`src/rtl/sbus_pkg.sv`:
```
package sbus_pkg;

  localparam int WORD_W  = 8;
  localparam int STATE_W = 5;

  typedef enum logic [2:0] {
    PH_IDLE,
    PH_LEAD,
    PH_HIGH,
    PH_LOW,
    PH_TAIL,
    PH_GAP
  } phase_e;

  // Frame word: two zero bits, the standby flag, then the state, MSB first.
  function automatic logic [WORD_W-1:0] pack_word(input logic stby,
                                                  input logic [STATE_W-1:0] st);
    return {2'b00, stby, st};
  endfunction

  function automatic int max_of5(input int a, input int b, input int c,
                                 input int d, input int e);
    int m;
    m = a;
    if (b > m) m = b;
    if (c > m) m = c;
    if (d > m) m = d;
    if (e > m) m = e;
    return m;
  endfunction

endpackage

```
`src/rtl/sbus_word_bank.sv`:
```
module sbus_word_bank
  import sbus_pkg::*;
#(
  parameter int N_TGT = 4,
  parameter int SIMUL = 0,
  parameter int TGT_W = 2,
  parameter int EN_W  = 4,
  parameter int DAT_W = 1
) (
  input  logic                    clk,
  input  logic                    rst,
  input  logic                    load,
  input  logic                    clear,
  input  logic [TGT_W-1:0]        tgt,
  input  logic [WORD_W-1:0]       word,
  output logic [EN_W-1:0]         en_q,
  output logic [DAT_W*WORD_W-1:0] lane_words
);

  logic [EN_W-1:0] en_sel;

  generate
    if (SIMUL != 0) begin : g_simul
      // One stored word per target; every frame resends all of them.
      logic [WORD_W-1:0] shadow [N_TGT];

      always_ff @(posedge clk) begin
        if (rst) begin
          for (int i = 0; i < N_TGT; i++) shadow[i] <= '0;
        end else if (load) begin
          for (int i = 0; i < N_TGT; i++)
            if (tgt == TGT_W'(i)) shadow[i] <= word;
        end
      end

      always_comb begin
        for (int i = 0; i < N_TGT; i++)
          lane_words[i*WORD_W +: WORD_W] = (load && tgt == TGT_W'(i)) ? word : shadow[i];
      end

      assign en_sel = '1;
    end else begin : g_seq
      // One shared data lane; enable decoded from the target index.
      assign lane_words = word;

      always_comb begin
        for (int i = 0; i < EN_W; i++) en_sel[i] = (tgt == TGT_W'(i));
      end
    end
  endgenerate

  always_ff @(posedge clk) begin
    if (rst)        en_q <= '0;
    else if (load)  en_q <= en_sel;
    else if (clear) en_q <= '0;
  end

endmodule

```
`src/rtl/sbus_lane_shift.sv`:
```
module sbus_lane_shift
  import sbus_pkg::*;
#(
  parameter int DAT_W = 1
) (
  input  logic                    clk,
  input  logic                    rst,
  input  logic                    load,
  input  logic                    shift,
  input  logic                    clear,
  input  logic [DAT_W*WORD_W-1:0] words,
  output logic [DAT_W-1:0]        dat
);

  generate
    for (genvar l = 0; l < DAT_W; l++) begin : g_lane
      logic [WORD_W-1:0] sh;

      always_ff @(posedge clk) begin
        if (rst)        sh <= '0;
        else if (load)  sh <= words[l*WORD_W +: WORD_W];
        else if (shift) sh <= {sh[WORD_W-2:0], 1'b0};
        else if (clear) sh <= '0;
      end

      assign dat[l] = sh[WORD_W-1];
    end
  endgenerate

endmodule

```
`src/rtl/sbus_frame_fsm.sv`:
```
module sbus_frame_fsm
  import sbus_pkg::*;
#(
  parameter int LEAD_CYC = 1,
  parameter int HI_CYC   = 1,
  parameter int LO_CYC   = 1,
  parameter int TAIL_CYC = 1,
  parameter int GAP_CYC  = 2
) (
  input  logic clk,
  input  logic rst,
  input  logic start,
  output logic ready,
  output logic bus_clk,
  output logic done,
  output logic shift_o,
  output logic clear_o
);

  localparam int MAX_C = max_of5(LEAD_CYC, HI_CYC, LO_CYC, TAIL_CYC, GAP_CYC);
  localparam int CNT_W = $clog2(MAX_C + 1);
  localparam int BIT_W = $clog2(WORD_W);

  phase_e           ph;
  logic [CNT_W-1:0] cnt;
  logic [BIT_W-1:0] bits;
  logic             cnt_zero;

  assign cnt_zero = (cnt == '0);
  assign ready    = (ph == PH_IDLE);
  assign shift_o  = (ph == PH_HIGH) && cnt_zero && (bits != '0);
  assign clear_o  = (ph == PH_TAIL) && cnt_zero;

  always_ff @(posedge clk) begin
    if (rst) begin
      ph      <= PH_IDLE;
      cnt     <= '0;
      bits    <= '0;
      bus_clk <= 1'b0;
      done    <= 1'b0;
    end else begin
      done <= 1'b0;
      case (ph)
        PH_IDLE: begin
          if (start) begin
            ph   <= PH_LEAD;
            cnt  <= CNT_W'(LEAD_CYC - 1);
            bits <= BIT_W'(WORD_W - 1);
          end
        end
        PH_LEAD: begin
          if (cnt_zero) begin
            ph      <= PH_HIGH;
            bus_clk <= 1'b1;
            cnt     <= CNT_W'(HI_CYC - 1);
          end else cnt <= cnt - CNT_W'(1);
        end
        PH_HIGH: begin
          if (cnt_zero) begin
            bus_clk <= 1'b0;
            if (bits == '0) begin
              ph  <= PH_TAIL;
              cnt <= CNT_W'(TAIL_CYC - 1);
            end else begin
              ph   <= PH_LOW;
              bits <= bits - BIT_W'(1);
              cnt  <= CNT_W'(LO_CYC - 1);
            end
          end else cnt <= cnt - CNT_W'(1);
        end
        PH_LOW: begin
          if (cnt_zero) begin
            ph      <= PH_HIGH;
            bus_clk <= 1'b1;
            cnt     <= CNT_W'(HI_CYC - 1);
          end else cnt <= cnt - CNT_W'(1);
        end
        PH_TAIL: begin
          if (cnt_zero) begin
            ph   <= PH_GAP;
            done <= 1'b1;
            cnt  <= CNT_W'(GAP_CYC - 1);
          end else cnt <= cnt - CNT_W'(1);
        end
        PH_GAP: begin
          if (cnt_zero) ph <= PH_IDLE;
          else          cnt <= cnt - CNT_W'(1);
        end
        default: ph <= PH_IDLE;
      endcase
    end
  end

endmodule

```
`src/rtl/tune_bus_master.sv`:
```
module tune_bus_master
  import sbus_pkg::*;
#(
  parameter int N_TGT    = 4,
  parameter int SIMUL    = 0,
  parameter int LEAD_CYC = 1,
  parameter int HI_CYC   = 1,
  parameter int LO_CYC   = 1,
  parameter int TAIL_CYC = 1,
  parameter int GAP_CYC  = 2,
  localparam int TGT_W   = (N_TGT > 1) ? $clog2(N_TGT) : 1,
  localparam int EN_W    = (SIMUL != 0) ? 1 : N_TGT,
  localparam int DAT_W   = (SIMUL != 0) ? N_TGT : 1
) (
  input  logic               clk,
  input  logic               rst,
  input  logic               cmd_valid,
  output logic               cmd_ready,
  input  logic [TGT_W-1:0]   cmd_tgt,
  input  logic [STATE_W-1:0] cmd_state,
  input  logic               cmd_stby,
  output logic               done,
  output logic               ser_clk,
  output logic [EN_W-1:0]    ser_en,
  output logic [DAT_W-1:0]   ser_dat
);

  logic                    fsm_ready;
  logic                    tgt_ok;
  logic                    launch;
  logic                    shift_p;
  logic                    clear_p;
  logic [WORD_W-1:0]       word;
  logic [DAT_W*WORD_W-1:0] lane_words;

  assign tgt_ok    = (32'(cmd_tgt) < N_TGT);
  assign launch    = cmd_valid && fsm_ready && tgt_ok;
  assign cmd_ready = fsm_ready;
  assign word      = pack_word(cmd_stby, cmd_state);

  sbus_frame_fsm #(
    .LEAD_CYC(LEAD_CYC),
    .HI_CYC  (HI_CYC),
    .LO_CYC  (LO_CYC),
    .TAIL_CYC(TAIL_CYC),
    .GAP_CYC (GAP_CYC)
  ) u_fsm (
    .clk    (clk),
    .rst    (rst),
    .start  (launch),
    .ready  (fsm_ready),
    .bus_clk(ser_clk),
    .done   (done),
    .shift_o(shift_p),
    .clear_o(clear_p)
  );

  sbus_word_bank #(
    .N_TGT(N_TGT),
    .SIMUL(SIMUL),
    .TGT_W(TGT_W),
    .EN_W (EN_W),
    .DAT_W(DAT_W)
  ) u_bank (
    .clk       (clk),
    .rst       (rst),
    .load      (launch),
    .clear     (clear_p),
    .tgt       (cmd_tgt),
    .word      (word),
    .en_q      (ser_en),
    .lane_words(lane_words)
  );

  sbus_lane_shift #(
    .DAT_W(DAT_W)
  ) u_lanes (
    .clk  (clk),
    .rst  (rst),
    .load (launch),
    .shift(shift_p),
    .clear(clear_p),
    .words(lane_words),
    .dat  (ser_dat)
  );

endmodule

```
`config.mk`:
```
export PLATFORM = sky130hd
export DESIGN_NAME = tune_bus_master
export DESIGN_NICKNAME = d
export VERILOG_FILES = /design/src/rtl/sbus_pkg.sv /design/src/rtl/sbus_word_bank.sv /design/src/rtl/sbus_lane_shift.sv /design/src/rtl/sbus_frame_fsm.sv /design/src/rtl/tune_bus_master.sv
export SDC_FILE = /design/constraint.sdc
export NUM_CORES = 1
export LEC_CHECK = 0
export BUFFER_PORTS_ARGS = -buffer_cell sky130_fd_sc_hd__buf_4
export CORE_MARGIN = 3
export CORE_UTILIZATION = 55
export DETAILED_ROUTE_END_ITERATION = 7
export PLACE_DENSITY = 0.77
export RECOVER_POWER = 100
export SLEW_MARGIN = 5
export SYNTH_ARGS = -nofsm -noshare
export SYNTH_HDL_FRONTEND = slang
export SYNTH_SLANG_ARGS = --single-unit
```
`constraint.sdc`:
```
create_clock -name clk -period 3.5 [get_ports clk]
set_input_delay 0.35 -clock clk [delete_from_list [all_inputs] [get_ports clk]]
set_output_delay 0.35 -clock clk [all_outputs]
set_load 0.01 [all_outputs]
```
## Word level (Yosys, flattened, before mapping)

Index checks and enable logic that the tools add are counted.

- $add $sub $neg: 2
- Eq/ne operators: 15
- Multiplexer cells: 25
- Bitwise gates (word level): 1
- Reductions and logical operators: 23

Operators by type and width:

| operator | number |
|---|---|
| 3-bit 2-to-1 mux | 9 |
| 8-bit 2-to-1 mux | 2 |
| 3-bit one-hot mux with 5 select lines | 1 |
| 2-bit by 1-bit != test with 1-bit output (second input constant) | 5 |
| 2-bit 2-to-1 mux | 4 |
| 4-bit 2-to-1 mux | 2 |
| 2-bit one-hot mux with 4 select lines | 1 |
| 2-bit nonzero test | 4 |
| 3-bit by 2-bit == test with 1-bit output (second input constant) | 2 |
| 3-bit == test (second input constant) | 2 |
| 3-bit zero test | 2 |
| 6-bit 2-to-1 mux | 1 |
| 3-bit one-hot mux with 2 select lines | 1 |
| 3-bit AND reduction | 2 |
| 3-bit nonzero test | 2 |
| 2-bit OR reduction | 3 |
| 5-bit AND reduction | 1 |
| 2-bit == test (second input constant) | 2 |
| 1-bit logical AND | 4 |
| 2-bit zero test | 2 |
| 2-bit != test (second input constant) | 2 |
| 4-bit AND reduction | 1 |
| 4-bit nonzero test | 1 |
| 3-bit by 1-bit == test with 1-bit output (second input constant) | 1 |
| other kinds (7) | 9 |

- Bits in registers: 22
- Input port bits: 11
- Output and inout port bits: 8

## Longest topological paths before layout

- Word-level depth: 5
- Gate-level depth with buffers: 7

## Modules after synthesis

From an unflattened synthesis, not the netlist that was laid out.

- Cells, all modules: 142
- Area total of the unflattened synthesis: 1282.5 um2

By module, submodules not included:

| module | times used | cells each | area an instance (um2) | seq. area each (um2) |
|---|---|---|---|---|
| sbus_frame_fsm | 1 | 70 | 651.9 | 200.2 |
| sbus_lane_shift | 1 | 46 | 396.6 | 160.2 |
| sbus_word_bank | 1 | 24 | 224.0 | 80.1 |
| tune_bus_master | 1 | 2 | 10.0 | 0.0 |

## Worst setup path before layout

No wires, ideal clock.

- Path type: flip-flop to flip-flop
- Start: register u_fsm.cnt[0]
- End: register u_lanes.g_lane[0].sh[3]
- Library setup time: 0.071 ns
- Data arrival time: 1.534 ns
- Slack: 1.894 ns
- Stages on the path, launching flop included: 7
- Path buffers: 1
- Period minus slack after synthesis: 1.606 ns
- Path through: dfxtp_1 -> inv_1 -> ha_1 -> buf_2 -> and4bb_1 -> a2111oi_2 -> o2bb2ai_1

- Cells in the longest elaborated chain, start to end: 5
- Elaborated cells on any way between the ends: 7

Ends and longest elaborated chain:

| what | RTL line | source |
|---|---|---|
| from (decl) | sbus_frame_fsm.sv:25 | `logic [CNT_W-1:0] cnt;` |
| from (signal assigned) | sbus_frame_fsm.sv:47 | `cnt <= CNT_W'(LEAD_CYC - 1);` |
| from (signal assigned) | sbus_frame_fsm.sv:55 | `cnt <= CNT_W'(HI_CYC - 1);` |
| from (signal assigned) | sbus_frame_fsm.sv:56 | `end else cnt <= cnt - CNT_W'(1);` |
| 2-bit zero test (*) | sbus_frame_fsm.sv:29 | `assign cnt_zero = (cnt == '0);` |
| via u_fsm.cnt_zero | sbus_frame_fsm.sv:27 | `logic cnt_zero;` |
| 1-bit logical AND (2 in a row) | sbus_frame_fsm.sv:31 | `assign shift_o = (ph == PH_HIGH) && cnt_zero && (bits != '0);` |
| 8-bit 2-to-1 mux | sbus_lane_shift.sv:22 | `else if (shift) sh <= {sh[WORD_W-2:0], 1'b0};` |
| 6-bit 2-to-1 mux | sbus_lane_shift.sv:21 | `else if (load) sh <= words[l*WORD_W +: WORD_W];` |
| to (signal assigned) | sbus_lane_shift.sv:21 |  |
| to (signal assigned) | sbus_lane_shift.sv:22 |  |
| to (decl) | sbus_lane_shift.sv:17 | `logic [WORD_W-1:0] sh;` |

Mark *: on every way through the listed nets, which the timed path passes. The rest lies on a longest branch.
A chain may end at the register's enable or synchronous reset.

## Final worst setup path

Ends and elaborated chain as after synthesis.

==> qor.yml <==
status: "finished clean"
leakage_nw: 0.470
crit_path_start_kind: "flop"
viasPerCell: 6.28
drc: 0
r2r_start: "u_fsm.cnt[0]"
core_um2: 2000
synth-async-reset-ratio_pct: 0
sw_frac_of_total_pct: 38.0
r2r_cells: 5
post-cts-setup-buffers: 0
start_util_pct: 59.5
p_seq_share_pct: 48.7
ys_top_cells_by_area: "dfxtp_1 37%, ha_1 5.3%, a21oi_1 4.6%, nand3_1 3.8%, a211oi_1 3.8%"
crit_chain: "inv_1, ha_1, and4bb_1, a2111oi_0, o2bb2ai_1"
nets: 164
finalSetupViolCount: 0
wl_met3_um: 124
die_x_um: 52.5
grt_usage_pct: 22.7
r2r_end: "u_lanes.g_lane[0].sh[3]"
grt_pass1_vias: 999
cp_top_family: "compound AO/OA/AOI/OAI gates"
wirelength_um: 2770
worst-endpoint-arrival_ns: 2.42
period_needed_ns: 2.18
cts_resized: 0
dr.max_layer_used: "met4"
synth_top_flop_cell: "dfxtp_1"
synth_area_um2: 1190
drive_gt1_share_pct: 11.6
wl_met2_um: 1300
synth_edf_count: 0
hold_class: "input pin to flop"
diodes: 0
synthDistinctLibCells: 36
drv_slew: 0
final_core_util_pct: 65.3
synth-seq-cells: 22
yosysWarnings: 0
pwr-share-comb_pct: 34.5
ir_worst_vdd_v: 0.000406
clk_root_buffer_cell: "clkbuf_4"
antenna_found_initial: 0
area_growth_pct: 9.77
p_total_mw: 0.679
finalClockSkew_ns: 0.00260
slowest_delay_ns: 0.75
crit_path_top_delay_cell: "a2111oi_0"
ctsHoldBuffers: 0
routedLengthMet1_um: 1300
dieArea_um2: 2760
r2r_slack_ns: 1.32
cp_num_buf_inv: 1
gp_congestion: 0.812
hold_start: "cmd_state[1]"
p_int_mw: 0.421
fin_crit_sh_pct: 62.2
synthCells: 135
num_vias: 1086
crit_type: "flop to flop"
die_h_um: 52.5
numClockSinks: 22
power_density_nw_per_um2: 519
cts_buffers: 3
max_cap_violations: 0
synth_top_area_cell: "dfxtp_1"
max_freq_mhz: 459
rows: 16
firstDrtPassIters: 4
antenna_left: 0
globalRoute.totalOverflow: 0
clock_latency_ns: 0.31
detail_route.iter0.violations: 17
rsz0062_at_grt: "no"
hold_viol_final: 0
crit_fanout: 12
finalSetupTns_ns: 0
tightest_slew_ns: 0.753
synth_nets: 151
synth_top_cell_area_share_pct: 37.0
grt_max_degree: 20
min_path_cells: 3
place_hpwl_um: 1880
synth.yosys.seq_area_share_pct: 37.0
grt_pass1_wl_um: 4600
cts_tree: "yes"
cp-end-kind: "flop"
maxSlewHeadroom_pct: 48.5
wl_per_cell_um: 16.0
portBuffers: 18
cts_max_level: 1
clk_path_buf_depth: 2
pin_count: 19
path_clk_slew_ns: 0.11
p_clk_share_pct: 16.7
min_to: "u_lanes.g_lane[0].sh[1]"
avgSynthCellArea_um2: 8.82
p_sw_mw: 0.258
critPathRequiredTime_ns: 3.74
-- layer usage --
| layer | up-vias | global-route usage (%) |
|---|---|---|
| li1 | 533 | - |
| met1 | 522 | 28.5 |
| met2 | 24 | 35.5 |
| met3 | 7 | 7.41 |
| met4 | 0 | 8.94 |
| met5 | - | 0 |
-- Yosys cell counts (all sizes together), types with 2 or more instances --
cell / n
nand4bb: 2
nor3b: 2
o221ai: 2
a32oi: 3
nand2: 2
or2: 2
or3: 2
clkbuf: 7
a31oi: 5
nor2b: 6
inv: 9
nand2b: 4
a21oi: 11
nand3: 9
nor4bb: 2
a311oi: 2
a211oi: 6
dfxtp: 22
o211ai: 5
nand3b: 2
o21ai: 7
ha: 5
buf: 4
o2bb2ai: 3
-- layout by cell type, fill, tap and decap left out, drive strengths merged, types with 4 or more instances in the layout --
cell type and count:
a211oi 6, a21oi 11, a31oi 5, buf 11, clkbuf 11, dfxtp 22
ha 5, inv 9, nand2b 4, nand3 9, nor2b 6, o211ai 5
o21ai 7
-- stage by stage --
| step | cells | cell area (µm²) | setup slack [ns] | hold slack, ns |
|---|---|---|---|---|
| 4_1_cts | 173 | 1340 | 1.58 | 0.302 |
| 3_5_place_dp | 170 | 1320 | 1.61 | 0.457 |
| 3_3_place_gp | 170 | 1320 | 1.72 | 0.443 |
| 5_1_grt | 173 | 1310 | 1.10 | 0.302 |
| 6_report | 173 | 1310 | 1.32 | 0.304 |
| 2_1_floorplan | 135 | 1190 | 1.89 | 0.425 |
-- cell families (layout without fill, tap and decap cells) --
logic type,count (synthesis),count (layout),share of synthesized area (%)
fa+ha+maj,5,5,5.25
simple gates,40,40,23.2
compound gates,48,48,27.8
buf+inv,20,31,6.72
flops,22,22,37.0
-- final cells by class --
cell class,count,area (µm²)
Sequential cell,22,440
Timing Repair Buffer,19,113
Tap cell,27,33.8
Inverter,9,33.8
Clock buffer,3,22.5
Multi-Input combinational cell,93,664
Fill cell,186,694
-- worst min-delay path: cells and delay by family --
family / cells / cell delay [ns]
AOI/OAI and AO/OA: 2 / 0.16
buffers and inverters: 1 / 0.08
-- state kept, by name, indices dropped and copies added, names as in the netlist --
| signal | count |
|---|---|
| u_lanes.g_lane.sh | 8 |
| u_fsm.done | 1 |
| u_fsm.cnt | 2 |
| u_fsm.bits | 3 |
| u_bank.en_q | 4 |
| u_fsm.ph | 3 |
| u_fsm.bus_clk | 1 |
-- power by group through the flow --
stage	Combinational, mW	Clock (mW)	Sequential (mW)
6_report	0.234	0.114	0.331
5_1_grt	0.264	0.129	0.336
4_1_cts	0.245	0.117	0.329
3_3_place_gp	0.236	0	0.332
3_5_place_dp	0.243	0	0.335
2_1_floorplan	0.190	0	0.316
-- worst max-delay path by stage --
| stage | start | endpoint | depth (start not counted) |
|---|---|---|---|
| 2_1_floorplan | u_fsm.cnt[0] | u_lanes.g_lane[0].sh[3] | 6 |
| 3_3_place_gp | u_fsm.cnt[0] | u_lanes.g_lane[0].sh[3] | 5 |
| 3_5_place_dp | u_fsm.cnt[0] | u_lanes.g_lane[0].sh[3] | 5 |
| 4_1_cts | u_fsm.cnt[0] | u_lanes.g_lane[0].sh[3] | 5 |
| 5_1_grt | u_fsm.cnt[0] | u_lanes.g_lane[0].sh[3] | 5 |
| 6_report | u_fsm.cnt[0] | u_lanes.g_lane[0].sh[3] | 5 |
No activity file was read; power rests on OpenSTA's default activity.
